`src/rtl/vc_pkg.sv`:
```
package vc_pkg;

    // Block size for the carry-select adders; 4 where it divides the width,
    // else 2 (the only other widths produced by the recursion are 2 and 6).
    function automatic int vc_blk(input int w);
        return (w % 4 == 0) ? 4 : 2;
    endfunction

endpackage

```
`src/rtl/vc_cell2.sv`:
```
module vc_cell2 (
    input  logic [1:0] x,
    input  logic [1:0] y,
    output logic [3:0] p
);
    logic t_lo, t_x, t_y, t_hi, c1;

    always_comb begin
        t_lo = x[0] & y[0];
        t_x  = x[1] & y[0];
        t_y  = x[0] & y[1];
        t_hi = x[1] & y[1];
        // first half adder: the two crosswise terms
        c1   = t_x & t_y;
        p[0] = t_lo;
        p[1] = t_x ^ t_y;
        // second half adder: vertical high term plus crosswise carry
        p[2] = t_hi ^ c1;
        p[3] = t_hi & c1;
    end
endmodule

```
`src/rtl/vc_csel_add.sv`:
```
// Truncating W-bit adder split into blocks; each block forms its carry-0 sum
// and derives the carry-1 sum with an incrementer, then the incoming carry
// selects between them. The last block may be narrower and drops its carry.
module vc_csel_add #(
    parameter int W   = 8,
    parameter int BLK = 4
) (
    input  logic [W-1:0] x,
    input  logic [W-1:0] y,
    output logic [W-1:0] s
);
    localparam int NB = (W + BLK - 1) / BLK;

    logic [NB-1:0] cy;
    assign cy[0] = 1'b0;

    for (genvar g = 0; g < NB; g++) begin : g_blk
        localparam int LO = g * BLK;
        localparam int BW = (W - LO < BLK) ? (W - LO) : BLK;
        if (g < NB - 1) begin : g_mid
            logic [BW:0] s0, s1;
            assign s0 = {1'b0, x[LO +: BW]} + {1'b0, y[LO +: BW]};
            assign s1 = s0 + 1'b1;
            assign s[LO +: BW] = cy[g] ? s1[BW-1:0] : s0[BW-1:0];
            assign cy[g+1]     = cy[g] ? s1[BW]     : s0[BW];
        end else begin : g_last
            logic [BW-1:0] s0, s1;
            assign s0 = x[LO +: BW] + y[LO +: BW];
            assign s1 = s0 + 1'b1;
            assign s[LO +: BW] = cy[g] ? s1 : s0;
        end
    end
endmodule

```
`src/rtl/vc_unit.sv`:
```
// Recursive NxN unsigned multiplier core (N a power of two, N >= 2).
module vc_unit #(
    parameter int N = 16
) (
    input  logic [N-1:0]   x,
    input  logic [N-1:0]   y,
    output logic [2*N-1:0] p
);
    import vc_pkg::*;

    if (N == 2) begin : g_base
        vc_cell2 u_cell (.x(x), .y(y), .p(p));
    end else begin : g_rec
        localparam int H  = N / 2;
        localparam int MW = N + 1;      // crosswise sum width
        localparam int UW = N + H;      // upper accumulation width

        logic [N-1:0]  pp_ll, pp_lh, pp_hl, pp_hh;
        logic [MW-1:0] mid;
        logic [UW-1:0] upper;

        vc_unit #(.N(H)) u_ll (.x(x[H-1:0]), .y(y[H-1:0]), .p(pp_ll));
        vc_unit #(.N(H)) u_lh (.x(x[H-1:0]), .y(y[N-1:H]), .p(pp_lh));
        vc_unit #(.N(H)) u_hl (.x(x[N-1:H]), .y(y[H-1:0]), .p(pp_hl));
        vc_unit #(.N(H)) u_hh (.x(x[N-1:H]), .y(y[N-1:H]), .p(pp_hh));

        // crosswise: LH + HL, one extra bit for its carry
        vc_csel_add #(.W(MW), .BLK(vc_blk(MW - 1))) u_mid (
            .x({1'b0, pp_lh}),
            .y({1'b0, pp_hl}),
            .s(mid)
        );

        // vertical: {HH, LL high half} plus crosswise sum shifted by H
        vc_csel_add #(.W(UW), .BLK(vc_blk(UW))) u_up (
            .x({pp_hh, pp_ll[N-1:H]}),
            .y({{(UW-MW){1'b0}}, mid}),
            .s(upper)
        );

        assign p = {upper, pp_ll[H-1:0]};
    end
endmodule

```
`src/rtl/vc_mul.sv`:
```
module vc_mul #(
    parameter int WIDTH = 16
) (
    input  logic               clk,
    input  logic               rst_n,
    input  logic               in_valid,
    input  logic [WIDTH-1:0]   a,
    input  logic [WIDTH-1:0]   b,
    output logic               out_valid,
    output logic [2*WIDTH-1:0] prod
);
    localparam int PW = 2 * WIDTH;

    typedef struct packed {
        logic          vld;
        logic [PW-1:0] prod;
    } out_st_t;

    logic [PW-1:0] raw;
    out_st_t       st_d, st_q;

    vc_unit #(.N(WIDTH)) u_core (.x(a), .y(b), .p(raw));

    always_comb begin
        st_d     = st_q;
        st_d.vld = in_valid;
        if (in_valid) begin
            st_d.prod = raw;
        end
    end

    always_ff @(posedge clk or negedge rst_n) begin
        if (!rst_n) begin
            st_q <= '0;
        end else begin
            st_q <= st_d;
        end
    end

    assign out_valid = st_q.vld;
    assign prod      = st_q.prod;
endmodule

```
`config.mk`:
```
export PLATFORM = sky130hd
export DESIGN_NAME = vc_mul
export DESIGN_NICKNAME = d
export VERILOG_FILES = /design/src/rtl/vc_pkg.sv /design/src/rtl/vc_cell2.sv /design/src/rtl/vc_csel_add.sv /design/src/rtl/vc_unit.sv /design/src/rtl/vc_mul.sv
export SDC_FILE = /design/constraint.sdc
export NUM_CORES = 1
export LEC_CHECK = 0
export ABC_AREA = 0
export BUFFER_PORTS_ARGS = -buffer_cell sky130_fd_sc_hd__buf_2
export CAP_MARGIN = 5
export CORE_UTILIZATION = 57
export DETAILED_ROUTE_END_ITERATION = 10
export HOLD_SLACK_MARGIN = 0.15
export PLACE_DENSITY_LB_ADDON = 0.15
export SYNTH_ARGS = -nofsm -noshare
export SYNTH_HDL_FRONTEND = slang
export SYNTH_SLANG_ARGS = --single-unit
```
`constraint.sdc`:
```
create_clock -name clk -period 1 [get_ports clk]
set_input_delay 0.2 -clock clk [delete_from_list [all_inputs] [get_ports clk]]
set_output_delay 0.2 -clock clk [all_outputs]
set_load 0.02 [all_outputs]
```
==> metrics.md <==
| Metric | Value |
|---|---|
| Syn Inst Count | `1487` |
| Num ports | `a little under 70` |
| Antenna violations before repair | `1` |
| Final Hold Vio Count | `0` |
| Crit path max fanout | `5` |
| Drt wl/cell | `between 20 and 25 microns` |
| Largest family of logic cells by synthesized area | `adder cells` |
| DP HPWL | `between 20000 and 30000 microns` |
| Post-synth EDFFs | `0` |
| Syn avg cell area | `9.25 sq um` |
| Synth-to-Final Area Change | `39.7%` |
| First-pass GRT wire length | `61100 microns` |
| Final cycle utilization of the critical path | `830%` |
| Mapped Nets | `slightly below 2000` |
| Worst EP arrival | `8.50 ns` |
| Die W | `around 160 microns` |
| Initial DRC count | `about 800` |
| Post-Synth Simple-Gate Area | `between 10% and 20%` |
| Vias/cell | `5.83` |
| Root buffer cell | `clkbuf_16` |
| CTS sink count | `33` |
| Pre-antenna DRT Iters | `5` |
| CP Data Required Time | `around 1.2 ns` |
| Post-synthesis register bit count | `33` |
| Dominant synthesized flop cell | `dfrtp_1` |
| CP Launch Type | `input pin` |
| CTS clk-pin slew, worst paths | `roughly 0.060 ns` |
| Total CTS buffers | `5` |
| Worst-margin pin slew | `0.733 ns` |
| Crit-path max cell delay | `between 0.5 and 0.6 ns` |
| CP max stage cell | `fa_1` |
| Post-synthesis adder-cell area fraction | `between 40% and 50%` |
| Antenna viol nets, final | `0` |
| Layout Nets | `2304` |
| Flop-to-flop setup slack | `-0.10 ns` |
| Kind of critical path | `input pin to flop` |
| Cell area after synthesis | `around 14000 sq um` |
| Fraction of synthesized area in multiplexers | `4.48%` |
| I/O Buffers | `67` |
| FILL cells | `around 1300` |
| Row count | `56` |
| Grt ovf | `0` |
| DR vias | `12538` |
| Skew-Pair Late Insertion Delay | `roughly 0.28 ns` |
| Drt total wl | `43800 microns` |
| Longest Clk Path Bufs | `2` |
| RSZ-0062 raised after global routing | `yes` |
| Max-Cap Viols | `0` |
| Delay-heaviest family, CP | `adder cells` |
| Area share of xor/xnor cells in the synthesized design | `a little over an eighth` |
| Die H | `between 150 and 200 microns` |
| Compound-Gate Fraction of Synth Area | `between 9 and 10%` |
| Max Slew Vio Count | `0` |
| Area of the core | `23500 sq um` |
| Pin count of the biggest net entering global routing | `34` |
| Hold Path Class | `input pin to flop` |
| Share of the yosys chip area belonging to registers | `6.00%` |
| CTS tree | `built` |
| Gr usage total | `around 31%` |
| Maximum clock rate | `approximately 0.12 GHz` |
| Die ar. | `24800 sq um` |
| Failing checks | `negative setup slack` |
| Vias in the first global route | `~13000` |
| Status | `complete, but fails checks` |
| Async SR Flop Fraction | `between 90% and 100%` |
| Setup-failing EPs final | `62` |
| Number of synthesis warnings | `0` |
| Minimum clock period | `a little over 8 ns` |
| Residual DRC | `0` |
| Yosys cell types | `55` |
| Share of post-route cells with drive strength above 1 | `between 30% and 40%` |
| Skew final | `0 ns` |
| Non-filler instance count after layout | `between 2000 and 2500` |
| Slew Limit Headroom | `50.8%` |
| Starting Density | `about 58%` |
| Buf+Inv Stages, Crit Path | `7` |
| Final worst slack | `-7.30 ns` |
| CTS H-Tree Depth | `2` |
| CP endpoint kind | `flop` |
| Placed insts | `~2100` |
| Gpl congestion | `roughly 0.86` |
worst reg2reg max path, delay by kind of cell (launching register included):
kind / cells / cell delay [ns]
compound gates: 2 / 0.55
flops: 1 / 0.41
layout make-up:
class                   instances  area [sq um]  area share (%)
diodes                          1          2.50          0.0130
clock buffers                   5           125           0.651
clock inverters                 3          17.5          0.0911
inverters                      91           342            1.78
multi-input cells            1326         14300            74.3
flip-flops and latches         33           826            4.29
well taps                     319           399            2.08
repair buffers                374          3230            16.8
path summary, 6_finish.rpt:
check,endpoint,startpoint,depth (start not counted)
max,prod[31],b[15],37
min in group asynchronous,prod[26],rst_n,3
min,prod[25],in_valid,3
max reg2reg,prod[30],prod[30],2
max in group asynchronous,prod[7],rst_n,3
min reg2reg,prod[29],prod[29],2
timing repair:
action	CTS	global route
pin swaps	86	74
setup buffers	40	34
resized for setup	211	101
hold buffers	1	0
endpoints found under the hold margin	33	0
setup endpoints to repair	63	64
state kept, by name (all words and copies together), names as in the netlist:
register   count
out_valid      1
prod          32
cell usage after synthesis, types with 21 or more instances:
master      n  area, sq um
and2_1    258         1610
fa_1       88         1760
nor2b_1    21          131
nand2_1    36          135
xor2_1     72          631
mux2_2     40          450
a21o_1     87          653
clkbuf_1   36          135
inv_1      91          342
dfrtp_1    33          826
nor2_1     24         90.1
ha_1      350         4380
xnor2_1   136         1190
a21oi_1    80          400
cell usage in the layout (no fill, tap or decap), types with 18 or more instances in the layout:
| cell | count |
|---|---|
| ha_1 | 275 |
| buf_4 | 269 |
| and2_1 | 226 |
| xnor2_1 | 103 |
| a21o_1 | 87 |
| buf_6 | 85 |
| inv_1 | 75 |
| fa_1 | 70 |
| ha_4 | 64 |
| xor2_1 | 60 |
| a21oi_1 | 51 |
| dfrtp_1 | 33 |
| and2_4 | 32 |
| nand2_1 | 31 |
| mux2_4 | 29 |
| xnor2_2 | 28 |
| nor2_1 | 24 |
| a21oi_2 | 23 |
| nor2b_1 | 20 |
| fa_2 | 18 |
cells by family (layout without fill, tap and decap cells):
family | Yosys count | after routing
buf+inv | 128 | 473
xor+xnor | 210 | 210
mux | 54 | 54
simple gates | 418 | 418
other cells | 0 | 1
compound gates | 204 | 204
fa+ha+maj | 440 | 440
flops | 33 | 33
layer usage:
layer	wire length (microns)	GRT usage (%)	up-vias
met2	22000	58.4	473
met3	2350	2.86	206
met4	2930	12.1	0
met1	16600	35.8	6086
met5	0	0	-
li1	-	-	5773
metrics by stage:
step / hold slack (ns) / util [%] / setup WS (ns) / instance area [sq um] / TNS (ns)
after global placement: 0.166 / 72.8 / -7.34 / 17100 / -163.24
after global routing: 0.312 / 81.7 / -7.58 / 19200 / -166.19
after CTS: 0.281 / 78.4 / -7.07 / 18400 / -153.33
after detailed placement: 0.171 / 72.8 / -7.50 / 17100 / -166.61
after floorplan: -0.0956 / - / -7.18 / 14900 / -150.25
final: 0.299 / 81.7 / -7.30 / 19200 / -160.29
Power is not shown: default switching activity piles up to over one toggle a cycle in this logic, so the estimate is an artifact.
